--- src/rtl/ctl_regbank_pkg.sv ---
// Package: ctl_regbank_pkg
// Shared map constants and the reset image of the bridge control bank.
// Assumes 32-bit words; indices are byte offsets divided by four.
package ctl_regbank_pkg;

    localparam int NUM_WORDS   = 28;
    localparam int IDX_GENCFG  = 1;   // general configuration (reset bit)
    localparam int IDX_EN_SET  = 12;  // enable set alias
    localparam int IDX_EN_CLR  = 13;  // enable clear alias
    localparam int IDX_EN      = 14;  // enable word (read only)
    localparam int IDX_STAT    = 15;  // interrupt status (read only)
    localparam int RST_BIT     = 2;   // bit of IDX_GENCFG that requests reset

    // Reset value of a word, by index.
    function automatic logic [31:0] reset_word(input int idx);
        logic [31:0] v;
        case (idx)
            0:       v = 32'h0000_0C40;
            1:       v = 32'h0000_1384;
            2:       v = 32'h2BFF_8010;
            3:       v = 32'h255E_0091;
            4:       v = 32'h0000_6140;
            7:       v = 32'h0000_01FF;
            8:       v = 32'h0000_01FF;
            26:      v = 32'h0000_0008;
            27:      v = 32'h1000_0000;
            default: v = 32'h0000_0000;
        endcase
        return v;
    endfunction

endpackage

--- src/rtl/ctl_regbank_decode.sv ---
// Module: ctl_regbank_decode
// Turns a byte address and a write strobe into a one-hot write select and
// an in-range flag. Assumes word-aligned access; address bits 1:0 are dropped.
module ctl_regbank_decode #(
    parameter int ADDR_W    = 8,
    parameter int NUM_WORDS = 28,
    localparam int IDX_W    = ADDR_W - 2
) (
    input  logic [ADDR_W-1:0]    addr,
    input  logic                 wr,
    output logic [IDX_W-1:0]     idx,
    output logic                 in_range,
    output logic [NUM_WORDS-1:0] wsel
);

    assign idx      = addr[ADDR_W-1:2];
    assign in_range = ({1'b0, idx} < (IDX_W+1)'(NUM_WORDS));

    // One write select per word, only for in-range addresses.
    genvar g;
    generate
        for (g = 0; g < NUM_WORDS; g++) begin : g_sel
            assign wsel[g] = wr && in_range && (idx == IDX_W'(g));
        end
    endgenerate

endmodule

--- src/rtl/ctl_word_store.sv ---
// Module: ctl_word_store
// Plain storage for every word of the bank except the enable and status
// words, which are held at zero here and served by their own logic.
// Assumes at most one write select is active per cycle.
module ctl_word_store
    import ctl_regbank_pkg::*;
#(
    parameter int DATA_W = 32
) (
    input  logic                             clk,
    input  logic                             rst_n,
    input  logic [NUM_WORDS-1:0]             wsel,
    input  logic [DATA_W-1:0]                wdata,
    output logic [NUM_WORDS-1:0][DATA_W-1:0] words
);

    genvar g;
    generate
        for (g = 0; g < NUM_WORDS; g++) begin : g_word
            if (g == IDX_EN || g == IDX_STAT) begin : g_ro
                assign words[g] = '0;
            end else begin : g_rw
                // Load the reset image, else capture a selected write.
                always_ff @(posedge clk) begin
                    if (!rst_n) begin
                        words[g] <= DATA_W'(reset_word(g));
                    end else if (wsel[g]) begin
                        words[g] <= wdata;
                    end
                end
            end
        end
    endgenerate

endmodule

--- src/rtl/ctl_irq_enable.sv ---
// Module: ctl_irq_enable
// Interrupt-enable word, changed only through the set and clear aliases.
// Assumes set and clear never fire in the same cycle (one-hot decode).
module ctl_irq_enable #(
    parameter int DATA_W = 32
) (
    input  logic              clk,
    input  logic              rst_n,
    input  logic              set_hit,
    input  logic              clr_hit,
    input  logic [DATA_W-1:0] wdata,
    output logic [DATA_W-1:0] en
);

    // OR in on a set write, mask out on a clear write.
    always_ff @(posedge clk) begin
        if (!rst_n) begin
            en <= '0;
        end else if (set_hit) begin
            en <= en | wdata;
        end else if (clr_hit) begin
            en <= en & ~wdata;
        end
    end

endmodule

--- src/rtl/ctl_reset_trigger.sv ---
// Module: ctl_reset_trigger
// Emits a one-cycle request when a write raises the reset bit from 0 to 1.
// Assumes old_bit is the stored bit before the same edge that stores new_bit.
module ctl_reset_trigger (
    input  logic clk,
    input  logic rst_n,
    input  logic hit,
    input  logic old_bit,
    input  logic new_bit,
    output logic req
);

    // Register the 0-to-1 condition of the write into a single pulse.
    always_ff @(posedge clk) begin
        if (!rst_n) begin
            req <= 1'b0;
        end else begin
            req <= hit && !old_bit && new_bit;
        end
    end

endmodule

--- src/rtl/ctl_regbank.sv ---
// Module: ctl_regbank
// Bridge control register bank: decode, plain storage, alias-driven enable
// word, reset-bit edge trigger and the read multiplexer.
// Assumes a 32-bit single-beat bus; reads are combinational on bus_addr.
module ctl_regbank
    import ctl_regbank_pkg::*;
#(
    parameter int ADDR_W = 8,
    parameter int DATA_W = 32,
    localparam int IDX_W = ADDR_W - 2
) (
    input  logic              clk,
    input  logic              rst_n,
    input  logic [ADDR_W-1:0] bus_addr,
    input  logic              bus_wr,
    input  logic [DATA_W-1:0] bus_wdata,
    output logic [DATA_W-1:0] bus_rdata,
    output logic [DATA_W-1:0] irq_enable,
    output logic              sys_reset_req
);

    logic [IDX_W-1:0]                 idx;
    logic                             in_range;
    logic [NUM_WORDS-1:0]             wsel;
    logic [NUM_WORDS-1:0][DATA_W-1:0] words;
    logic [DATA_W-1:0]                en_word;

    ctl_regbank_decode #(
        .ADDR_W    (ADDR_W),
        .NUM_WORDS (NUM_WORDS)
    ) u_dec (
        .addr     (bus_addr),
        .wr       (bus_wr),
        .idx      (idx),
        .in_range (in_range),
        .wsel     (wsel)
    );

    ctl_word_store #(
        .DATA_W (DATA_W)
    ) u_store (
        .clk   (clk),
        .rst_n (rst_n),
        .wsel  (wsel),
        .wdata (bus_wdata),
        .words (words)
    );

    ctl_irq_enable #(
        .DATA_W (DATA_W)
    ) u_en (
        .clk     (clk),
        .rst_n   (rst_n),
        .set_hit (wsel[IDX_EN_SET]),
        .clr_hit (wsel[IDX_EN_CLR]),
        .wdata   (bus_wdata),
        .en      (en_word)
    );

    ctl_reset_trigger u_rst (
        .clk     (clk),
        .rst_n   (rst_n),
        .hit     (wsel[IDX_GENCFG]),
        .old_bit (words[IDX_GENCFG][RST_BIT]),
        .new_bit (bus_wdata[RST_BIT]),
        .req     (sys_reset_req)
    );

    assign irq_enable = en_word;

    // Select the addressed word; out-of-range and status read as zero.
    always_comb begin
        bus_rdata = '0;
        if (in_range) begin
            if (idx == IDX_W'(IDX_EN)) begin
                bus_rdata = en_word;
            end else begin
                bus_rdata = words[idx];
            end
        end
    end

endmodule

--- config.mk ---
export PLATFORM = sky130hd
export DESIGN_NAME = ctl_regbank
export DESIGN_NICKNAME = d
export VERILOG_FILES = /design/src/rtl/ctl_regbank_pkg.sv /design/src/rtl/ctl_regbank_decode.sv /design/src/rtl/ctl_word_store.sv /design/src/rtl/ctl_irq_enable.sv /design/src/rtl/ctl_reset_trigger.sv /design/src/rtl/ctl_regbank.sv
export SDC_FILE = /design/constraint.sdc
export NUM_CORES = 2
export LEC_CHECK = 0
export ABC_AREA = 1
export BUFFER_PORTS_ARGS = -buffer_cell sky130_fd_sc_hd__buf_2
export CAP_MARGIN = 40
export CORE_AREA = 2 2 422 319
export DETAILED_ROUTE_END_ITERATION = 6
export DIE_AREA = 0 0 424 321
export SYNTH_ARGS = -nofsm -noshare
export SYNTH_HDL_FRONTEND = slang
export SYNTH_HIERARCHICAL = 1
export SYNTH_SLANG_ARGS = --single-unit
--- constraint.sdc ---
create_clock -name clk -period 1.5 [get_ports clk]
set_input_delay 0 -clock clk [delete_from_list [all_inputs] [get_ports clk]]
set_output_delay 0 -clock clk [all_outputs]
set_load 0.02 [all_outputs]
After elaboration in Yosys (flattened, before gate mapping) --
Cells that the tools add are included.
Storage, ports and cells: register bits after elaboration 865, bits of input ports 43, output and inout port bits 65, logic and storage cells 97
Cells by class: order comparisons 2, equality and inequality tests 26, multiplexer cells 6, bitwise gates (word level) 3, reduce and logical (&&, ||, !) cells 32
Operator list (number):
- $bmux W32 S5 | 1
- $mux W32 | 5
- $eq A6 B5 Y1 const B | 12
- $eq A6 B4 Y1 const B | 7
- $and A32 B32 Y32 | 1
- $not A32 Y32 | 1
- $or A32 B32 Y32 | 1
- $logic_and A1 B1 Y1 | 29
- $eq A6 B3 Y1 const B | 4
- $eq A6 B2 Y1 const B | 2
- $eq A6 B1 Y1 const B | 1
- $logic_not A6 Y1 | 1
- $lt A6 B5 Y1 const B | 1
- $lt A6 B6 Y1 const B | 1
- $reduce_bool A2 Y1 | 1
- $logic_not A1 Y1 | 1

Depth between registers and ports, before layout --
word-level depth 5, depth in mapped cells 13, gate-level depth less buffers 9

Modules after synthesis --
Netlist, hierarchy kept.
By module, submodules not included:
- ctl_word_store | instances 1, cells each 4546, area an instance 31383.8 um^2, seq. area each 16656.0 um^2
- ctl_regbank | instances 1, cells each 2700, area an instance 11403.4 um^2, seq. area each 0.0 um^2
- ctl_irq_enable | instances 1, cells each 170, area an instance 1348.8 um^2, seq. area each 640.6 um^2
- ctl_regbank_decode | instances 1, cells each 88, area an instance 461.7 um^2, seq. area each 0.0 um^2
- ctl_reset_trigger | instances 1, cells each 5, area an instance 37.5 um^2, seq. area each 20.0 um^2

Worst setup path after synthesis --
Ideal clock, no wire load.
kind input to register, from in bus_addr[2], to reg u_store/words[408] in the netlist's numbering, library setup time 113 ps, data arrival time 1311 ps, data required time 1387 ps, path slack 76 ps, stages on the path 8, buffers on the path 2, path through nor2_1 nand3_1 nor2_2 buf_2 clkbuf_1 nand2_1 nand2_1 nor2_1
Between the ends: longest elaborated chain between the ends 3, elaborated cells on any way between the ends 4, classes of those cells 1 x order compare; 1 x eq/ne; 2 x reduce/logical
Ends and longest elaborated chain:
- start, declared | line ctl_regbank.sv:14 | input logic [ADDR_W-1:0] bus_addr,
- $lt A6 B5 Y1 | line ctl_regbank_decode.sv:17 | assign in_range = ({1'b0, idx} < (IDX_W+1)'(NUM_WORDS));
- $logic_and A1 B1 Y1 | line ctl_regbank_decode.sv:23 | assign wsel[g] = wr && in_range && (idx == IDX_W'(g));
- $logic_and A1 B1 Y1 (*) | line ctl_regbank_decode.sv:23
- via wsel[12] | line ctl_regbank.sv:24 | logic [NUM_WORDS-1:0] wsel;
- end signal, assigned by index | line ctl_word_store.sv:26 | words[g] <= DATA_W'(reset_word(g));
- end signal, assigned by index | line ctl_word_store.sv:28 | words[g] <= wdata;
- end, declared | line ctl_word_store.sv:14 | output logic [NUM_WORDS-1:0][DATA_W-1:0] words
Mark *: on every way through the listed nets, which the timed path passes. The rest lies on a longest branch. A chain may end at the register's enable or synchronous reset.

Worst setup path after layout --
from reg u_store/words[48] in the netlist's numbering, to out bus_rdata[16]
Between the ends: longest elaborated chain between the ends 4
Ends and longest elaborated chain:
- $bmux W32 S5 | line ctl_regbank.sv:78 | bus_rdata = words[idx];
- $mux W32 (implied by the code) | line ctl_regbank.sv:78
- $mux W32 | line ctl_regbank.sv:75 | if (idx == IDX_W'(IDX_EN)) begin
- $mux W32 | line ctl_regbank.sv:74 | if (in_range) begin
- end, declared | line ctl_regbank.sv:17 | output logic [DATA_W-1:0] bus_rdata,
Every way passes these cells. The select of a mux whose other input is x is not followed.

==> key figures <==
Run status
  – Status: finished with violations
  – Failing checks: design-rule violations, negative setup slack

Worst setup path
  – Critical Path Slowest Stage Cell: dfxtp_2
  – CP Cell Sequence: nand2_1 > nand2_1 > nand2_1 > nand3_2 > nand3_1 > nand2_2 > nand2_2 > a21oi_4 > buf_6 > buf_6
  – Setup CP Type: register to primary output
  – Slowest stage delay, CP: 0.33 ns
  – FF-to-FF Start: u_store/words[79]$_SDFFE_PN1P_
  – R2R Path End: u_store/words[79]$_SDFFE_PN1P_
  – R2r setup slk: 0.39 ns
  – CP most frequent cell: nand2_1
  – Critical Path Start Type: register
  – Reg2Reg Depth: 3
  – Worst Path Required: 1.50 ns
  – CP Launch Point: u_store/words[48]$_SDFFE_PN0P_
  – End of the critical path: bus_rdata[16]
  – Setup crit end kind: primary output
  – Critical Path AT: 2.04 ns
  – CP Max Fanout: 2

Final layout
  – Layout Nets: 7,618
  – Fillers: 13,700
  – Share of cells above drive strength 1: 19.9%
  – Design Area, Final: 55,100 µm²
  – Area growth syn-to-layout: 23.4%
  – Antenna Cells: 0
  – Commonest non-fill, non-tap cell in the layout: nand2_1
  – Most frequent cells in the layout: 2,800 x nand2_1, 1,574 x nor2_1, 551 x dfxtp_1

Floorplan
  – Die extent in x: 424 µm
  – Initial cell density of the core: 33.7%
  – Core Box Area: 132,000 µm²
  – Die H: 321 µm
  – FP Rows: 116
  – Top-Level Pins: 108
  – Die area: 136,000 µm²

Clocking
  – CTS tree: yes
  – CTS Sinks: 865
  – CTS buffer count: 87
  – H-tree depth: 3
  – CTS max path bufs: 3
  – Clk root buf: clkbuf_16
  – Clock Latency Late Sink: 0.70 ns
  – Worst-path clk slew: 0.07 ns

Yosys
  – Synth warn: 6
  – Syn Area/Cell: 5.94 µm²
  – Gate Count Post-Synth: 7,505
  – Netlist Area Pre-Place: 44,600 µm²

Route
  – Wirelength per Cell: 17.1 µm
  – Pre-antenna DRT Iters: 7
  – Detail-routed via count per cell: 4.81
  – Total wire length: 161,000 µm
  – Vias: 45,300
  – Post-route ant nets: 0
  – Initial drt markers: 4,764
  – DRC viols: 5

Timing
  – Fmax: 490 MHz
  – Final setup viols: 32
  – Worst-margin pin slew: 0.869 ns
  – Fin crit period: 2.04 ns
  – RSZ-0062 raised after global routing: yes
  – Hold slack: 0.110 ns
  – Fin. Hold Viols: 0
  – Worst slew margin: 41.7%
  – TNS Setup: -14.25 ns
  – Final period utilization: 136%
  – Final Slew Violations: 0
  – Min setup slack post-route: -0.543 ns
  – Clock skew: 0.00148 ns

Placed design
  – Placed cell areas: 49,100 µm²
  – Routability congestion estimate from global placement: 0.892
  – IO buf count: 105
  – Worst slack, placed: -0.421 ns
  – Hpwl dp: 104,000 µm

Pwr
  – Total power: 52,700 µW
  – Pwr Density: 957 nW/µm²
  – P_leak: 0.0236 µW
  – VDD IR-drop max: 820 µV

Worst hold path
  – Hold wc startpoint: bus_wdata[13]
  – Min-delay worst type: primary input to register

Global route
  – Tot GR Track Use: 23.0%
  – Number of global-route vias before repair: 40,500
  – Grt total ovfl: 0
  – Antenna violations before repair: 5
  – First-pass GRT wire length: 245,000 µm
  – Largest net degree at the start of global routing: 99

Run
  – Max-Cap Viols: 0
per-layer routing:
metal	up-vias	global-route usage (%)	wire [µm]
li1	22400	-	-
met5	-	0	44
met1	20900	32.9	73800
met2	1676	35.2	68800
met4	6	6.66	4860
met3	278	3.81	13500
critical path: cells and delay by family, from the launching register on:
family	cells	cell delay, ns
AO/OA/AOI/OAI	1	0.16
buffers and inverters	2	0.25
flip-flops	1	0.33
AND/OR/NAND/NOR	7	0.57
repair_timing:
action | CTS | global route
hold buffers | 35 | 0
setup endpoints to repair | 33 | 36
pin swaps | 152 | 217
hold endpoints to repair | 706 | 0
setup buffers | 0 | 3
resized for setup | 493 | 462
report_power, final:
| part | switching, µW | internal, µW |
|---|---|---|
| clock | 10200 | 12900 |
| combinational | 4200 | 2220 |
| sequential | 66.9 | 23100 |
how the worst min path moves through the flow:
stage                                                  to  slack, ns  depth (start not counted)
final                     u_store/words[141]$_SDFFE_PN1P_       0.11                          4
after CTS                  u_store/words[80]$_SDFFE_PN1P_       0.07                          4
after detailed placement   u_store/words[79]$_SDFFE_PN1P_       0.27                          3
after floorplan           u_store/words[125]$_SDFFE_PN1P_       0.12                          2
after global placement     u_store/words[79]$_SDFFE_PN1P_       0.26                          3
after global routing      u_store/words[141]$_SDFFE_PN1P_       0.10                          4
metrics by stage:
stage | cells | util, %
floorplan | 7568 | -
global placement | 9227 | 37.1
detailed placement | 9227 | 37.1
CTS | 9417 | 40.6
global route | 9417 | 41.6
finish | 9417 | 41.6
sequential cells by signal, summed over array words and instances (netlist names), named ones only:
| name | flops |
|---|---|
| u_store/words | 832 |
| u_rst/req | 1 |
cell type report:
type	instances	area, µm²	area share, %
clock inverter	33	385	0.700
sequential	865	17700	32.2
tap	1770	2210	4.02
inverter	603	2290	4.16
timing repair buffer	530	5730	10.4
multi-input combinational	5488	24200	43.9
clock buffer	128	2550	4.64
(Power assumes the default switching activity.)
